[src/rtl/irqc_pkg.sv]
`timescale 1ns/1ps
package irqc_pkg;
  localparam int SEL_W = 4;

  typedef enum logic [2:0] {
    RD_NONE,
    RD_PRIO,
    RD_SENSE,
    RD_MASK,
    RD_PEND
  } rdKind_e;

  typedef struct packed {
    logic             prioWr;
    logic             senseWr;
    logic             maskSet;
    logic             maskClr;
    logic             pendClr;
    logic [SEL_W-1:0] sel;
    rdKind_e          rdKind;
  } ctrlStrobes_t;
endpackage

[src/rtl/irqc_ctrl.sv]
`timescale 1ns/1ps
module irqc_ctrl
  import irqc_pkg::*;
#(
  parameter int ADDR_W         = 4,
  parameter int NUM_PRIO_REGS  = 2,
  parameter int NUM_SENSE_REGS = 2
) (
  input  logic              busWrEn,
  input  logic [ADDR_W-1:0] busAddr,
  output ctrlStrobes_t      st
);
  localparam int SENSE_BASE    = NUM_PRIO_REGS;
  localparam int MASK_SET_ADDR = SENSE_BASE + NUM_SENSE_REGS;
  localparam int MASK_CLR_ADDR = MASK_SET_ADDR + 1;
  localparam int PEND_ADDR     = MASK_SET_ADDR + 2;

  int addrInt;
  assign addrInt = int'(busAddr);

  always_comb begin
    st        = '0;
    st.rdKind = RD_NONE;
    if (addrInt < SENSE_BASE) begin
      st.rdKind = RD_PRIO;
      st.sel    = SEL_W'(addrInt);
      st.prioWr = busWrEn;
    end else if (addrInt < MASK_SET_ADDR) begin
      st.rdKind  = RD_SENSE;
      st.sel     = SEL_W'(addrInt - SENSE_BASE);
      st.senseWr = busWrEn;
    end else if (addrInt == MASK_SET_ADDR) begin
      st.rdKind  = RD_MASK;
      st.maskSet = busWrEn;
    end else if (addrInt == MASK_CLR_ADDR) begin
      st.rdKind  = RD_MASK;
      st.maskClr = busWrEn;
    end else if (addrInt == PEND_ADDR) begin
      st.rdKind  = RD_PEND;
      st.pendClr = busWrEn;
    end
  end
endmodule

[src/rtl/irqc_datapath.sv]
`timescale 1ns/1ps
module irqc_datapath
  import irqc_pkg::*;
#(
  parameter int NUM_SRC     = 16,
  parameter int PRIO_W      = 4,
  parameter int PRIO_REG_W  = 32,
  parameter int SENSE_REG_W = 16,
  parameter int MASK_REG_W  = 16,
  parameter int DATA_W      = 32,
  parameter int RESET_PRIO  = 2,
  parameter int RESET_SENSE = 3,
  parameter int IDX_W       = $clog2(NUM_SRC)
) (
  input  logic                clk,
  input  logic                rst,
  input  ctrlStrobes_t        st,
  input  logic [DATA_W-1:0]   wrData,
  input  logic [NUM_SRC-1:0]  irqIn,
  output logic [DATA_W-1:0]   rdData,
  output logic                irqReq,
  output logic [IDX_W-1:0]    irqId,
  output logic [PRIO_W-1:0]   irqPrio
);
  localparam int PRIO_PER_REG  = PRIO_REG_W / PRIO_W;
  localparam int SENSE_PER_REG = SENSE_REG_W / 2;

  logic [NUM_SRC-1:0] syncA, syncB, prevB;
  logic [NUM_SRC-1:0] edgeLatch, maskQ;
  logic [NUM_SRC-1:0] hitVec, levelVec, pending, eligible;
  logic [PRIO_W-1:0]  prioQ  [NUM_SRC];
  logic [1:0]         senseQ [NUM_SRC];

  // two-flop synchronizer plus one history flop for edge detection
  always_ff @(posedge clk) begin
    if (rst) begin
      syncA <= '0;
      syncB <= '0;
      prevB <= '0;
    end else begin
      syncA <= irqIn;
      syncB <= syncA;
      prevB <= syncB;
    end
  end

  // per-line trigger decode
  for (genvar j = 0; j < NUM_SRC; j++) begin : g_src
    assign levelVec[j] = senseQ[j][1];
    assign hitVec[j]   = senseQ[j][0] ? (syncB[j] & ~prevB[j])
                                      : (~syncB[j] & prevB[j]);
    assign pending[j]  = levelVec[j] ? (senseQ[j][0] ? syncB[j] : ~syncB[j])
                                     : edgeLatch[j];
    assign eligible[j] = pending[j] & ~maskQ[j] & (|prioQ[j]);
  end

  // configuration fields, packed from the top of each register
  always_ff @(posedge clk) begin
    if (rst) begin
      for (int j = 0; j < NUM_SRC; j++) begin
        prioQ[j]  <= PRIO_W'(RESET_PRIO);
        senseQ[j] <= 2'(RESET_SENSE);
      end
    end else begin
      for (int j = 0; j < NUM_SRC; j++) begin
        if (st.prioWr && st.sel == SEL_W'(j / PRIO_PER_REG))
          prioQ[j] <= wrData[PRIO_REG_W - (j % PRIO_PER_REG + 1) * PRIO_W +: PRIO_W];
        if (st.senseWr && st.sel == SEL_W'(j / SENSE_PER_REG))
          senseQ[j] <= wrData[SENSE_REG_W - (j % SENSE_PER_REG + 1) * 2 +: 2];
      end
    end
  end

  // mask set/clear and edge pending latches
  always_ff @(posedge clk) begin
    if (rst) begin
      maskQ     <= '1;
      edgeLatch <= '0;
    end else begin
      for (int j = 0; j < NUM_SRC; j++) begin
        if (st.maskSet && wrData[MASK_REG_W-1-j])
          maskQ[j] <= 1'b1;
        else if (st.maskClr && wrData[MASK_REG_W-1-j])
          maskQ[j] <= 1'b0;

        if (levelVec[j])
          edgeLatch[j] <= 1'b0;
        else if (hitVec[j])
          edgeLatch[j] <= 1'b1;
        else if (st.pendClr && wrData[NUM_SRC-1-j])
          edgeLatch[j] <= 1'b0;
      end
    end
  end

  // register readback
  always_comb begin
    rdData = '0;
    case (st.rdKind)
      RD_PRIO:
        for (int k = 0; k < PRIO_PER_REG; k++)
          rdData[PRIO_REG_W - (k + 1) * PRIO_W +: PRIO_W] =
            prioQ[int'(st.sel) * PRIO_PER_REG + k];
      RD_SENSE:
        for (int k = 0; k < SENSE_PER_REG; k++)
          rdData[SENSE_REG_W - (k + 1) * 2 +: 2] =
            senseQ[int'(st.sel) * SENSE_PER_REG + k];
      RD_MASK:
        for (int j = 0; j < NUM_SRC; j++)
          rdData[MASK_REG_W-1-j] = maskQ[j];
      RD_PEND:
        for (int j = 0; j < NUM_SRC; j++)
          rdData[NUM_SRC-1-j] = pending[j];
      default: rdData = '0;
    endcase
  end

  // arbiter: strict greater-than keeps the lowest index on ties
  logic [PRIO_W-1:0] bestPrio;
  logic [IDX_W-1:0]  bestId;
  always_comb begin
    bestPrio = '0;
    bestId   = '0;
    for (int j = 0; j < NUM_SRC; j++) begin
      if (eligible[j] && prioQ[j] > bestPrio) begin
        bestPrio = prioQ[j];
        bestId   = IDX_W'(j);
      end
    end
  end

  assign irqReq  = |eligible;
  assign irqId   = bestId;
  assign irqPrio = bestPrio;
endmodule

[src/rtl/irqc_top.sv]
`timescale 1ns/1ps
module irqc_top
  import irqc_pkg::*;
#(
  parameter int NUM_SRC     = 16,
  parameter int PRIO_W      = 4,
  parameter int PRIO_REG_W  = 32,
  parameter int SENSE_REG_W = 16,
  parameter int MASK_REG_W  = 16,
  parameter int DATA_W      = 32,
  parameter int ADDR_W      = 4,
  parameter int RESET_PRIO  = 2,
  parameter int RESET_SENSE = 3
) (
  input  logic                       clk,
  input  logic                       rst,
  input  logic [ADDR_W-1:0]          busAddr,
  input  logic                       busWrEn,
  input  logic [DATA_W-1:0]          busWrData,
  output logic [DATA_W-1:0]          busRdData,
  input  logic [NUM_SRC-1:0]         irqIn,
  output logic                       irqReq,
  output logic [$clog2(NUM_SRC)-1:0] irqId,
  output logic [PRIO_W-1:0]          irqPrio
);
  localparam int IDX_W          = $clog2(NUM_SRC);
  localparam int NUM_PRIO_REGS  = NUM_SRC / (PRIO_REG_W / PRIO_W);
  localparam int NUM_SENSE_REGS = NUM_SRC / (SENSE_REG_W / 2);
  localparam int MASK_SET_ADDR  = NUM_PRIO_REGS + NUM_SENSE_REGS;

  ctrlStrobes_t st;

  irqc_ctrl #(
    .ADDR_W        (ADDR_W),
    .NUM_PRIO_REGS (NUM_PRIO_REGS),
    .NUM_SENSE_REGS(NUM_SENSE_REGS)
  ) u_ctrl (
    .busWrEn(busWrEn),
    .busAddr(busAddr),
    .st     (st)
  );

  irqc_datapath #(
    .NUM_SRC    (NUM_SRC),
    .PRIO_W     (PRIO_W),
    .PRIO_REG_W (PRIO_REG_W),
    .SENSE_REG_W(SENSE_REG_W),
    .MASK_REG_W (MASK_REG_W),
    .DATA_W     (DATA_W),
    .RESET_PRIO (RESET_PRIO),
    .RESET_SENSE(RESET_SENSE),
    .IDX_W      (IDX_W)
  ) u_dp (
    .clk    (clk),
    .rst    (rst),
    .st     (st),
    .wrData (busWrData),
    .irqIn  (irqIn),
    .rdData (busRdData),
    .irqReq (irqReq),
    .irqId  (irqId),
    .irqPrio(irqPrio)
  );
endmodule

[config.mk]
export PLATFORM = sky130hd
export DESIGN_NAME = irqc_top
export DESIGN_NICKNAME = d
export VERILOG_FILES = /design/src/rtl/irqc_pkg.sv /design/src/rtl/irqc_ctrl.sv /design/src/rtl/irqc_datapath.sv /design/src/rtl/irqc_top.sv
export SDC_FILE = /design/constraint.sdc
export NUM_CORES = 1
export LEC_CHECK = 0
export BUFFER_PORTS_ARGS = -buffer_cell sky130_fd_sc_hd__buf_2
export CAP_MARGIN = 20
export CORE_ASPECT_RATIO = 0.9
export CORE_MARGIN = 4
export CORE_UTILIZATION = 31
export CTS_CLUSTER_DIAMETER = 120
export CTS_CLUSTER_SIZE = 30
export DETAILED_ROUTE_END_ITERATION = 7
export PLACE_DENSITY = 0.58
export SKIP_CTS_REPAIR_TIMING = 1
export SLEW_MARGIN = 20
export SYNTH_ARGS = -nofsm -noshare
export SYNTH_HDL_FRONTEND = slang
export SYNTH_SLANG_ARGS = --single-unit
export TNS_END_PERCENT = 20
[constraint.sdc]
create_clock -name clk -period 41.3 [get_ports clk]
set_input_delay 6.195 -clock clk [delete_from_list [all_inputs] [get_ports clk]]
set_output_delay 6.195 -clock clk [all_outputs]
set_load 0.1 [all_outputs]
==> impl_metrics.ini <==
[detailed_routing]
drtIter0Drc = 843
via_per_inst = 5.310
drc = 0
ant_nets = 0
vias = 9059
totalWireLength_um = 33270
drt_pass1_iterations = 6
wl_per_cell_um = 19.50

[synth]
ys_types = 81
seq_area_frac_synth_pct = 41.74
synth_edf_count = 96
synth_seq_cells = 176
ys_warn_count = 0
ys.flop_type = edfxtp_1
synth_cells = 1163
syn_nets = 1266
synth.avg_cell_area_um2 = 9.238
syn_area_um2 = 10740
synthArstFlopShare_pct = 0

[sta]
hold_viol = 0
worstMarginPinSlew_ns = 1.069
slew_violations = 0
setup_ws_ns = 9.630
rsz0062_at_grt = no
min_period_ns = 31.67
clock.fmax_mhz = 31.58
finalSetupViolations = 0
clock_skew_ns = 0.01133
fin_setup_tns_ns = 0
max_slew_margin_pct = 28.67
fin_crit_sh_pct = 76.68

[grt]
grt_pass1_vias = 8836
antenna_found_initial = 0
grt_usage_pct = 17.39
grt_max_degree = 74
grt-ovfl-total = 0
grt_pass1_wl_um = 51350

[critical_path]
crit_top_cell = ha_1
critPathKind = register to primary output
r2r_cells = 4
ff2ff_setup_slack_ns = 40.24
endpoint_kind = primary output
cp-start-kind = register
cpPeakStageDelay_ns = 0.64
timing.rr.start = u_dp.senseQ[3][0]$_SDFFCE_PN1P_
worstPathRequired_ns = 35.10
reg2reg_to = u_dp.edgeLatch[3]$_SDFFE_PP0P_
worstPathMaxFanout = 14
arrival_ns = 25.48
crit_slowest_cell = or4_1

[placement]
gp_congestion = 0.8852
dpl_worst_slack_ns = 10.29
dp_hpwl_um = 24980
place_inst = 1674
portBuffers = 95

[die]
io_pins = 96
die_w_um = 204.2
num_rows = 64
die_height_um = 184.6
initial_core_util_pct = 31.50
coreArea_um2 = 34110
dieArea_um2 = 37700

[clock_network]
cts_buffer_depth = 2
cts-root-buf = clkbuf_16
htree_num_levels = 4
clk_latency_ns = 0.44
cts-buffers-inserted = 17
clk_pin_slew_ns = 0.07
cts_tree = done
cts.sinks = 176

[worst_hold_path]
hold_depth = 1
holdCritStartpoint = u_dp.syncA[1]$_SDFF_PP0_
min_path_type = register to register
min_to = u_dp.syncB[1]$_SDFF_PP0_

[pwr]
combPwrFrac_pct = 16.4
leakage_nw = 4.707
power.internal_uw = 303.1
switching_share_pct = 32.62
power_uw = 449.9
p_per_area_nw_per_um2 = 36.58
pwr-share-clk_pct = 37.6
power_frac_seq_pct = 46.0
ir_worst_vdd_uv = 23.20
switchingPower_uw = 146.7

[final_layout]
layout.nets = 1334
stdcell_count = 1706
drive_above_1_share_pct = 16.16
utilization_pct = 36.05
synthToLayoutAreaGrowth_pct = 14.46
diodes = 0

[flow_run]
cap_viol_max_count = 0

[run_status]
outcome = complete, no violations
per-stage QoR:
step           instance area, um^2  hold slack (ns)
5_1_grt                      12300           0.4491
3_5_place_dp                 11670           0.4204
4_1_cts                      12300           0.4389
3_3_place_gp                 11670           0.4163
6_report                     12300           0.4380
2_1_floorplan                10740           0.4138
flip-flops by register name, summed over array words and instances, names as in the netlist:
signal,count
u_dp.prioQ,64
u_dp.senseQ,32
u_dp.edgeLatch,16
u_dp.maskQ,16
u_dp.prevB,16
u_dp.syncA,16
u_dp.syncB,16
cell usage after synthesis, drive strengths merged (6+ instances only):
library cell  number  area, um^2
a211oi             7       70.07
o221ai            34       297.8
xnor2             19       166.4
nor2b             88       550.5
and3               9       56.30
nor4              19       118.9
or2               16       100.1
inv               76       285.3
mux2              15       168.9
o211a              6       60.06
and2              33       206.5
nand2             83       311.6
a211o             19       166.4
nand2b            17       106.4
dfxtp             80        1602
nor3              37       190.2
a21o              17       135.1
nand3             34       170.2
clkbuf            47       176.4
a221oi            16       157.7
nand4             13       81.33
edfxtp            96        2883
or3               16       100.1
nor2             102       382.9
mux2i             28       296.5
o21a               9       68.82
a21oi             56       280.3
o221a             11       123.9
buf                8       51.30
o21ai             36       180.2
ha                48       600.6
logic make-up (layout without fill, tap and decap cells):
kind of cell	after synthesis	in the layout	synth area share, %
AND/OR/NAND/NOR	477	477	22.88
adder cells (fa/ha/maj)	51	51	5.869
XOR/XNOR	23	23	1.875
AO/OA/AOI/OAI	262	262	18.53
buffers and inverters	131	212	4.775
flip-flops	176	176	41.74
multiplexers	43	43	4.332
cells in the final DEF (no fill, tap or decap), types with 5 or more instances in the layout:
cell         n
o221a_2     11
a21oi_1     56
nor4_1      18
xnor2_1     19
a31oi_1      5
nand3_1     34
edfxtp_1    96
buf_4       10
mux2_2      15
nor2b_1     88
nand2b_1    17
dfxtp_1     80
clkbuf_16   18
buf_2       94
ha_1        48
or3_1       16
o21ai_0     34
nand4_1     13
nand2_1     83
inv_8        5
or2_2       15
a21o_1      16
a211o_1     19
o221ai_1    34
nor3_2       5
and3_1       9
mux2i_1     26
nor3_1      32
inv_1       75
a211oi_1     5
and2_1      32
nor2_1     102
a221oi_1    15
o211a_1      6
o21a_1       8
o22ai_1      5
how the worst max path moves through the flow:
stage / from / end / slack [ns] / depth (start not counted)
global placement: u_dp.senseQ[0][0]$_SDFFCE_PN1P_ / irqId[3] / 10.63 / 113
CTS: u_dp.senseQ[0][0]$_SDFFCE_PN1P_ / irqId[3] / 9.73 / 110
global route: u_dp.senseQ[0][0]$_SDFFCE_PN1P_ / irqId[3] / 7.63 / 114
floorplan: u_dp.senseQ[0][0]$_SDFFCE_PN1P_ / irqPrio[0] / 11.27 / 118
detailed placement: u_dp.senseQ[0][0]$_SDFFCE_PN1P_ / irqId[3] / 10.29 / 110
finish: u_dp.senseQ[0][0]$_SDFFCE_PN1P_ / irqId[3] / 9.63 / 110
area by class of cell:
cell class | count | area [um^2]
Sequential cell | 176 | 4484
Clock inverter | 14 | 172.7
Fill cell | 3560 | 21810
Tap cell | 462 | 578.1
Inverter | 76 | 285.3
Multi-Input combinational cell | 856 | 5782
Clock buffer | 18 | 450.4
Timing Repair Buffer | 104 | 545.5
power groups by stage:
stage / clock (mW) / sequential [mW] / combinational (mW)
finish: 0.169 / 0.207 / 0.0739
global route: 0.179 / 0.208 / 0.0802
CTS: 0.172 / 0.206 / 0.0741
detailed placement: 0 / 0.211 / 0.0737
global placement: 0 / 0.210 / 0.0735
floorplan: 0 / 0.204 / 0.0563
worst max-delay path: cells and delay by family, from the launching register on:
kind                     cells  cell delay (ns)
buffers and inverters       13             1.21
adder cells (fa/ha/maj)     18             5.09
AND/OR/NAND/NOR             16             3.52
flip-flops                   1             0.44
XOR/XNOR                     1             0.23
AO/OA/AOI/OAI               53            11.56
multiplexers                 9             2.92
routing by layer:
metal / vias to the layer above / routed length, um / GRT usage (%)
met5: - / 0 / 0
met4: 0 / 827 / 5.359
met2: 280 / 15240 / 27.91
met1: 4345 / 15560 / 24.42
met3: 48 / 1639 / 2.463
li1: 4386 / - / -
No activity file was read; power rests on OpenSTA's default activity.
